`src/rtl/lpt_pkg.sv`:
```
package lpt_pkg;
    localparam int MODE_W      = 3;
    localparam int NUM_MODES   = 5;
    localparam int NUM_SLOTS   = 4;
    localparam int SLOT_W      = $clog2(NUM_SLOTS);
    localparam int SWCHK_CAUSE = 18;
    localparam int LPAD_TVAL   = 2;

    typedef enum logic [MODE_W-1:0] {
        MD_U  = 3'd0,
        MD_S  = 3'd1,
        MD_M  = 3'd2,
        MD_VU = 3'd3,
        MD_VS = 3'd4
    } mode_e;

    typedef enum logic [SLOT_W-1:0] {
        SL_M   = 2'd0,
        SL_S   = 2'd1,
        SL_VS  = 2'd2,
        SL_DBG = 2'd3
    } slot_e;

    typedef struct packed {
        logic armed;
    } live_t;

    typedef struct packed {
        logic [NUM_SLOTS-1:0] copy;
    } bank_t;
endpackage

```
`src/rtl/lpt_save_bank.sv`:
```
module lpt_save_bank
    import lpt_pkg::*;
#(
    parameter int SLOTS = NUM_SLOTS,
    localparam int IW   = $clog2(SLOTS)
) (
    input  logic             clk,
    input  logic             rst_n,
    input  logic             save_en,
    input  logic [IW-1:0]    save_idx,
    input  logic             save_val,
    input  logic             clr_en,
    input  logic [IW-1:0]    clr_idx,
    output logic [SLOTS-1:0] saved
);
    logic [SLOTS-1:0] save_hit;
    logic [SLOTS-1:0] clr_hit;
    logic [SLOTS-1:0] bank_d;
    logic [SLOTS-1:0] bank_q;

    // One-hot decode of the slot addressed by each operation.
    for (genvar g = 0; g < SLOTS; g++) begin : g_slot
        assign save_hit[g] = save_en && (save_idx == IW'(g));
        assign clr_hit[g]  = clr_en  && (clr_idx  == IW'(g));
    end

    always_comb begin
        bank_d = bank_q;
        for (int i = 0; i < SLOTS; i++) begin
            if (save_hit[i]) begin
                bank_d[i] = save_val;
            end else if (clr_hit[i]) begin
                bank_d[i] = 1'b0;
            end
        end
    end

    always_ff @(posedge clk or negedge rst_n) begin
        if (!rst_n) begin
            bank_q <= '0;
        end else begin
            bank_q <= bank_d;
        end
    end

    assign saved = bank_q;
endmodule

```
`src/rtl/lpt_slot_check.sv`:
```
module lpt_slot_check
    import lpt_pkg::*;
#(
    parameter int CAUSE_W = 6,
    parameter int XLEN    = 64
) (
    input  logic               armed,
    input  logic               insn_vld,
    input  logic               insn_is_lpad,
    input  logic               insn_fetch_fault,
    input  logic               insn_illegal,
    output logic               req,
    output logic [CAUSE_W-1:0] cause,
    output logic [XLEN-1:0]    tval,
    output logic               squash,
    output logic               pad_seen
);
    logic missing;

    always_comb begin
        // A fetch access fault outranks the missing-pad check.
        pad_seen = armed && insn_vld && insn_is_lpad && !insn_fetch_fault;
        missing  = armed && insn_vld && !insn_is_lpad;
        req      = missing && !insn_fetch_fault;
        // The missing-pad check outranks an illegal-instruction report.
        squash   = req && insn_illegal;
        cause    = req ? CAUSE_W'(SWCHK_CAUSE) : '0;
        tval     = req ? XLEN'(LPAD_TVAL) : '0;
    end
endmodule

```
`src/rtl/landing_pad_tracker.sv`:
```
module landing_pad_tracker
    import lpt_pkg::*;
#(
    parameter int CAUSE_W = 6,
    parameter int XLEN    = 64
) (
    input  logic               clk,
    input  logic               rst_n,
    input  logic [2:0]         cur_mode,
    input  logic [4:0]         lpe_en,
    input  logic               retire_vld,
    input  logic               retire_ind_jump,
    input  logic               insn_vld,
    input  logic               insn_is_lpad,
    input  logic               insn_fetch_fault,
    input  logic               insn_illegal,
    input  logic               trap_vld,
    input  logic [1:0]         trap_slot,
    input  logic               ret_vld,
    input  logic [1:0]         ret_slot,
    input  logic [2:0]         ret_dst,
    output logic               pad_armed,
    output logic               swchk_req,
    output logic [CAUSE_W-1:0] swchk_cause,
    output logic [XLEN-1:0]    swchk_tval,
    output logic               illegal_squash
);
    localparam int EN_SPAN = 2 ** MODE_W;

    live_t                live_d;
    live_t                live_q;
    logic [EN_SPAN-1:0]   en_pad;
    logic                 arm_hit;
    logic                 pad_seen;
    logic                 save_en;
    logic                 clr_en;
    logic [NUM_SLOTS-1:0] saved;

    lpt_slot_check #(
        .CAUSE_W (CAUSE_W),
        .XLEN    (XLEN)
    ) u_check (
        .armed            (live_q.armed),
        .insn_vld         (insn_vld),
        .insn_is_lpad     (insn_is_lpad),
        .insn_fetch_fault (insn_fetch_fault),
        .insn_illegal     (insn_illegal),
        .req              (swchk_req),
        .cause            (swchk_cause),
        .tval             (swchk_tval),
        .squash           (illegal_squash),
        .pad_seen         (pad_seen)
    );

    lpt_save_bank #(
        .SLOTS (NUM_SLOTS)
    ) u_bank (
        .clk      (clk),
        .rst_n    (rst_n),
        .save_en  (save_en),
        .save_idx (trap_slot),
        .save_val (live_q.armed),
        .clr_en   (clr_en),
        .clr_idx  (ret_slot),
        .saved    (saved)
    );

    always_comb begin
        // Unused mode codes read as disabled.
        en_pad                = '0;
        en_pad[NUM_MODES-1:0] = lpe_en;
        arm_hit = retire_vld && retire_ind_jump && en_pad[cur_mode];
        save_en = trap_vld;
        clr_en  = ret_vld && !trap_vld;
        live_d  = live_q;
        if (trap_vld) begin
            live_d.armed = 1'b0;
        end else if (ret_vld) begin
            live_d.armed = saved[ret_slot] && en_pad[ret_dst];
        end else if (arm_hit) begin
            live_d.armed = 1'b1;
        end else if (pad_seen) begin
            live_d.armed = 1'b0;
        end
    end

    always_ff @(posedge clk or negedge rst_n) begin
        if (!rst_n) begin
            live_q <= '0;
        end else begin
            live_q <= live_d;
        end
    end

    assign pad_armed = live_q.armed;
endmodule

```
`config.mk`:
```
export PLATFORM = sky130hd
export DESIGN_NAME = landing_pad_tracker
export DESIGN_NICKNAME = d
export VERILOG_FILES = /design/src/rtl/lpt_pkg.sv /design/src/rtl/lpt_save_bank.sv /design/src/rtl/lpt_slot_check.sv /design/src/rtl/landing_pad_tracker.sv
export SDC_FILE = /design/constraint.sdc
export NUM_CORES = 1
export LEC_CHECK = 0
export CORE_ASPECT_RATIO = 1.2
export CORE_MARGIN = 5
export CORE_UTILIZATION = 27
export DETAILED_ROUTE_END_ITERATION = 6
export PLACE_DENSITY = 0.78
export SETUP_SLACK_MARGIN = 0.3
export SLEW_MARGIN = 20
export SYNTH_ARGS = -nofsm -noshare
export SYNTH_HDL_FRONTEND = slang
export SYNTH_HIERARCHICAL = 1
export SYNTH_SLANG_ARGS = --single-unit
```
`constraint.sdc`:
```
create_clock -name clk -period 1.1 [get_ports clk]
set_input_delay 0.11 -clock clk [delete_from_list [all_inputs] [get_ports clk]]
set_output_delay 0.11 -clock clk [all_outputs]
set_load 0.02 [all_outputs]
```
* Yosys cells after proc, flatten, opt, wreduce, memory -nomap -nowiden
Cells that the tools add are included.
** Word-level totals
- Bits in registers :: 5
- Bits of input ports :: 25
- Output and inout bits :: 73
- Logic and storage cells :: 62
** Cells by class
- Magnitude comparators :: 3
- Equality and inequality tests :: 6
- Multiplexer cells :: 20
- Reduce and logical (&&, ||, !) cells :: 28
** Operator list (count)
- logical AND 1 bit :: 18
- 2-to-1 mux 1 bit :: 15
- == test 2 bit (second input constant) :: 4
- less-than comparator 3 x 4 -> 1 bit (second input constant) :: 2
- nonzero test 2 bit :: 4
- binary-select mux 1 bit (select 3 bit) :: 2
- 2-to-1 mux 5 bit :: 1
- == test 2 x 1 -> 1 bit (second input constant) :: 2
- zero test 2 bit :: 2
- nonzero test 4 bit :: 1
- zero test 1 bit :: 3
- less-than comparator 2 x 3 -> 1 bit (second input constant) :: 1
- binary-select mux 1 bit (select 2 bit) :: 1
- 2-to-1 mux 2 bit :: 1

* Depth between registers and ports, before layout
- Depth in word-level cells :: 7
- Depth in mapped cells :: 5
- Mapped depth without buffers :: 5

* Modules after synthesis
The synthesis kept the hierarchy.
** By module, submodules not included
- lpt_slot_check :: times used 1, cells each 75, area each 563.0 sq um
- lpt_save_bank :: times used 1, cells each 20, area each 231.5 sq um
- landing_pad_tracker :: times used 1, cells each 22, area each 193.9 sq um

* Least setup slack after synthesis
OpenSTA, ideal clock, no wires.
- Kind :: reg2out
- Start :: reg live_q (netlist: pad_armed)
- End :: out swchk_cause[1]
- Arrival :: 1.490 ns
- Data required time :: 0.990 ns
- Setup slack :: -0.500 ns
- Stages on the path, launching flop included :: 4
- Cell sequence :: dfrtp_1 nand2_2 nor3_1 buf_4
** Between the ends
- Cells in the longest elaborated chain, start to end :: 4
** Ends and longest elaborated chain
- start, declared :: RTL line landing_pad_tracker.sv:31 : live_t live_q;
- start signal, assigned :: RTL line landing_pad_tracker.sv:91 : live_q <= live_d;
- logical AND 1 bit (2 in a row) :: RTL line lpt_slot_check.sv:23 : missing = armed && insn_vld && !insn_is_lpad;
- logical AND 1 bit :: RTL line lpt_slot_check.sv:24 : req = missing && !insn_fetch_fault;
- via swchk_req :: RTL line landing_pad_tracker.sv:23 : output logic swchk_req,
- 2-to-1 mux 5 bit :: RTL line lpt_slot_check.sv:27 : cause = req ? CAUSE_W'(SWCHK_CAUSE) : '0;
- end, declared :: RTL line landing_pad_tracker.sv:24 : output logic [CAUSE_W-1:0] swchk_cause,
The timed path passes the listed nets, and every way through them passes these cells.

* Worst setup path after layout
- Start :: reg live_q (netlist: pad_armed)
- End :: reg live_q (netlist: pad_armed)
** Between the ends
- Cells in the longest elaborated chain, start to end :: 4
** Ends and longest elaborated chain
- logical AND 1 bit (3 in a row) :: RTL line lpt_slot_check.sv:22 : pad_seen = armed && insn_vld && insn_is_lpad && !insn_fetch_fault;
- via pad_seen :: RTL line landing_pad_tracker.sv:34 : logic pad_seen;
- nonzero test 4 bit (no source line)
The timed path passes the listed nets, and every way through them passes these cells.
A chain may end at the register's enable or synchronous reset.

==> flow_metrics.env <==
export IMPL_syn_mean_instance_area_um2=8.45
export IMPL_synth_mux_area_frac=0.0532
export IMPL_synth_flop_cell="dfrtp_1"
export IMPL_hp_class="in2async"
export IMPL_crit_chain="nand2_4 -> buf_6 -> nor3b_2 -> inv_1 -> a221oi_2 -> nor4_2"
export IMPL_r2r_end="pad_armed$_DFFE_PN0P_"
export IMPL_pre_cts_ws_ns=-0.578
export IMPL_violations="setup timing"
export IMPL_power_uw=985
export IMPL_root_buffer="clkbuf_8"
export IMPL_clock_latency_ns=0.22
export IMPL_place_congestion=0.882
export IMPL_cts_tree="done"
export IMPL_ir_drop_uv=525
export IMPL_synth_cells=117
export IMPL_top_layer="met3"
export IMPL_r2r_start="pad_armed$_DFFE_PN0P_"
export IMPL_portBuffers=30
export IMPL_n_antenna_cell=0
export IMPL_startpoint_type="register"
export IMPL_synthSimpleGateAreaFrac=0.208
export IMPL_grt_pass1_wl_mm=3.04
export IMPL_die_area_um2=4980
export IMPL_drc=0
export IMPL_fin_crit_ns=1.21
export IMPL_core_area_um2=3570
export IMPL_crit_type="reg2reg"
export IMPL_p_leak_uw=0.000656
export IMPL_crit_path_end_kind="register"
export IMPL_worstPathArrival_ns=1.31
export IMPL_place_detailed_hpwl_mm=1.86
export IMPL_ys_ff_latch=5
export IMPL_slowest_delay_ns=0.38
export IMPL_max_clock_freq_mhz=827
export IMPL_pin_count=98
export IMPL_ctsHoldBuffers=0
export IMPL_wire_per_inst_um=10.7
export IMPL_hold_ws_ns=0.124
export IMPL_synth_edff_count=0
export IMPL_route_met3_wl_um=332
export IMPL_drtIter0Drc=11
export IMPL_clock_skew_ns=0.000871
export IMPL_final_hold_viol_count=0
export IMPL_crit_path_max_fanout=3
export IMPL_synth_xor_area_share=0
export IMPL_synth_cell_area_um2=988
export IMPL_worstRegToRegCells=6
export IMPL_synthArstFlopShare=1.00
export IMPL_clock_path_buffers=2
export IMPL_synth_fa_ha_area_frac=0
export IMPL_setup_viol=10
export IMPL_synth_seq_area_share=0.127
export IMPL_cts_buffers=3
export IMPL_wl_met1_um=721
export IMPL_wirelength_mm=2.11
export IMPL_overflow=0
export IMPL_synth_top_family_by_area="buffers and inverters"
export IMPL_drive_gt1_frac=0.209
export IMPL_start_util=0.277
export IMPL_die_w_um=65.2
export IMPL_timing_reg2reg_setup_slack_ns=-0.11
export IMPL_period_share=1.10
export IMPL_num_vias=739
export IMPL_worstPathRequired_ns=1.20
export IMPL_p_per_area_nw_per_um2=803
export IMPL_htreeDepth=1
export IMPL_clk_pin_slew_ns=0.04
export IMPL_setup_ws_ns=-0.110
export IMPL_crit_buf_inv=2
export IMPL_wl_met2_mm=1.06
export IMPL_synth_warnings=6
export IMPL_grt_use_total=0.0756
export IMPL_antenna_found_initial=0
export IMPL_outcome="complete, but fails checks"
export IMPL_rsz0062_at_grt="true"
export IMPL_synth_cell_type_count=29
export IMPL_final_nets=184
export IMPL_area_growth_pct=24.1
export IMPL_grt_pass1_vias=664
export IMPL_grt_start_max_net_pins=9
export IMPL_slew_viol_final=0
export IMPL_final_core_util=0.343
export IMPL_ant_nets=0
export IMPL_viasPerCell=3.75
export IMPL_row_count=24
export IMPL_clock_sinks=5
export IMPL_tns_ns=-0.658
export IMPL_synth_compound_area_share=0.0696
export IMPL_cpMaxStageDelayCell="dfrtp_2"
export IMPL_cp_top_family="flip-flops"
export IMPL_drt_pass1_iter_count=4
export IMPL_die_h_um=76.3
export IMPL_drv_cap=0
cell usage in the layout, fill, tap and decap left out, types with 2 or more instances in the layout:
cell             count
conb_1              67
clkdlybuf4s50_1     14
buf_4               12
dlygate4sd2_1        7
buf_6                5
nand3b_1             4
dfrtp_1              4
mux2i_1              3
clkbuf_8             3
dlymetal6s2s_1       3
a31o_2               3
nand2b_1             2
nor3_1               2
inv_1                2
or3b_1               2
and4b_1              2
nand3_1              2
synthesized netlist by cell type, types with 2 or more instances:
cell type,number,area (um^2)
nand3b_1,4,30.0
nor3_1,3,15.0
mux2i_1,3,30.0
and4b_1,2,20.0
nor2b_1,2,12.5
a31o_2,3,26.3
or3b_1,2,17.5
nand3_1,2,10.0
dfrtp_1,5,125
inv_1,2,7.51
nand2b_1,2,12.5
buf_4,70,526
report_power, final:
group,switching (uW),leakage [uW],total (uW),internal (uW)
clock,91.8,0.0000228,341,249
sequential,7.50,0.0000669,205,197
combinational,294,0.000566,440,146
total,393,0.000656,985,592
kinds of logic after synthesis:
group           after synthesis
buf+inv                      72
simple gates                 26
compound gates                9
flops                         5
mux                           4
other cells                   1
what timing repair did:
item,CTS,global route
resized for setup,39,7
buffers inserted,0,1
cloned,0,0
pin swaps,2,2
setup endpoints to repair,11,11
hold endpoints to repair,0,0
worst max path at each step:
stage,start,endpoint,slack (ns),cells past startpoint
2_1_floorplan,pad_armed$_DFFE_PN0P_,pad_armed$_DFFE_PN0P_,-0.09,5
5_1_grt,pad_armed$_DFFE_PN0P_,swchk_tval[1],-0.17,3
3_3_place_gp,insn_vld,illegal_squash,-0.57,4
3_5_place_dp,insn_vld,illegal_squash,-0.58,4
6_report,pad_armed$_DFFE_PN0P_,pad_armed$_DFFE_PN0P_,-0.11,6
4_1_cts,pad_armed$_DFFE_PN0P_,pad_armed$_DFFE_PN0P_,-0.16,6
final cells by class:
type	count	area [um^2]
multi-input combinational	106	613
sequential	5	126
clock buffer	4	45.0
fill	387	2350
timing repair buffer	41	385
inverter	2	7.51
tap	39	48.8
flip-flops by register name, indices dropped and copies added (netlist names):
register	count
u_bank/saved	4
pad_armed	1
routing by layer:
layer,track usage,vias to the layer above
li1,-,348
met1,0.0756,333
met2,0.138,58
met3,0.0354,0
met4,0.0187,0
met5,0,-
per-stage QoR:
step	area (um^2)	cells
after CTS	1200	196
after floorplan	1280	183
after global routing	1230	197
after global placement	1170	192
after detailed placement	1170	192
final	1230	197
(Power assumes the default switching activity.)
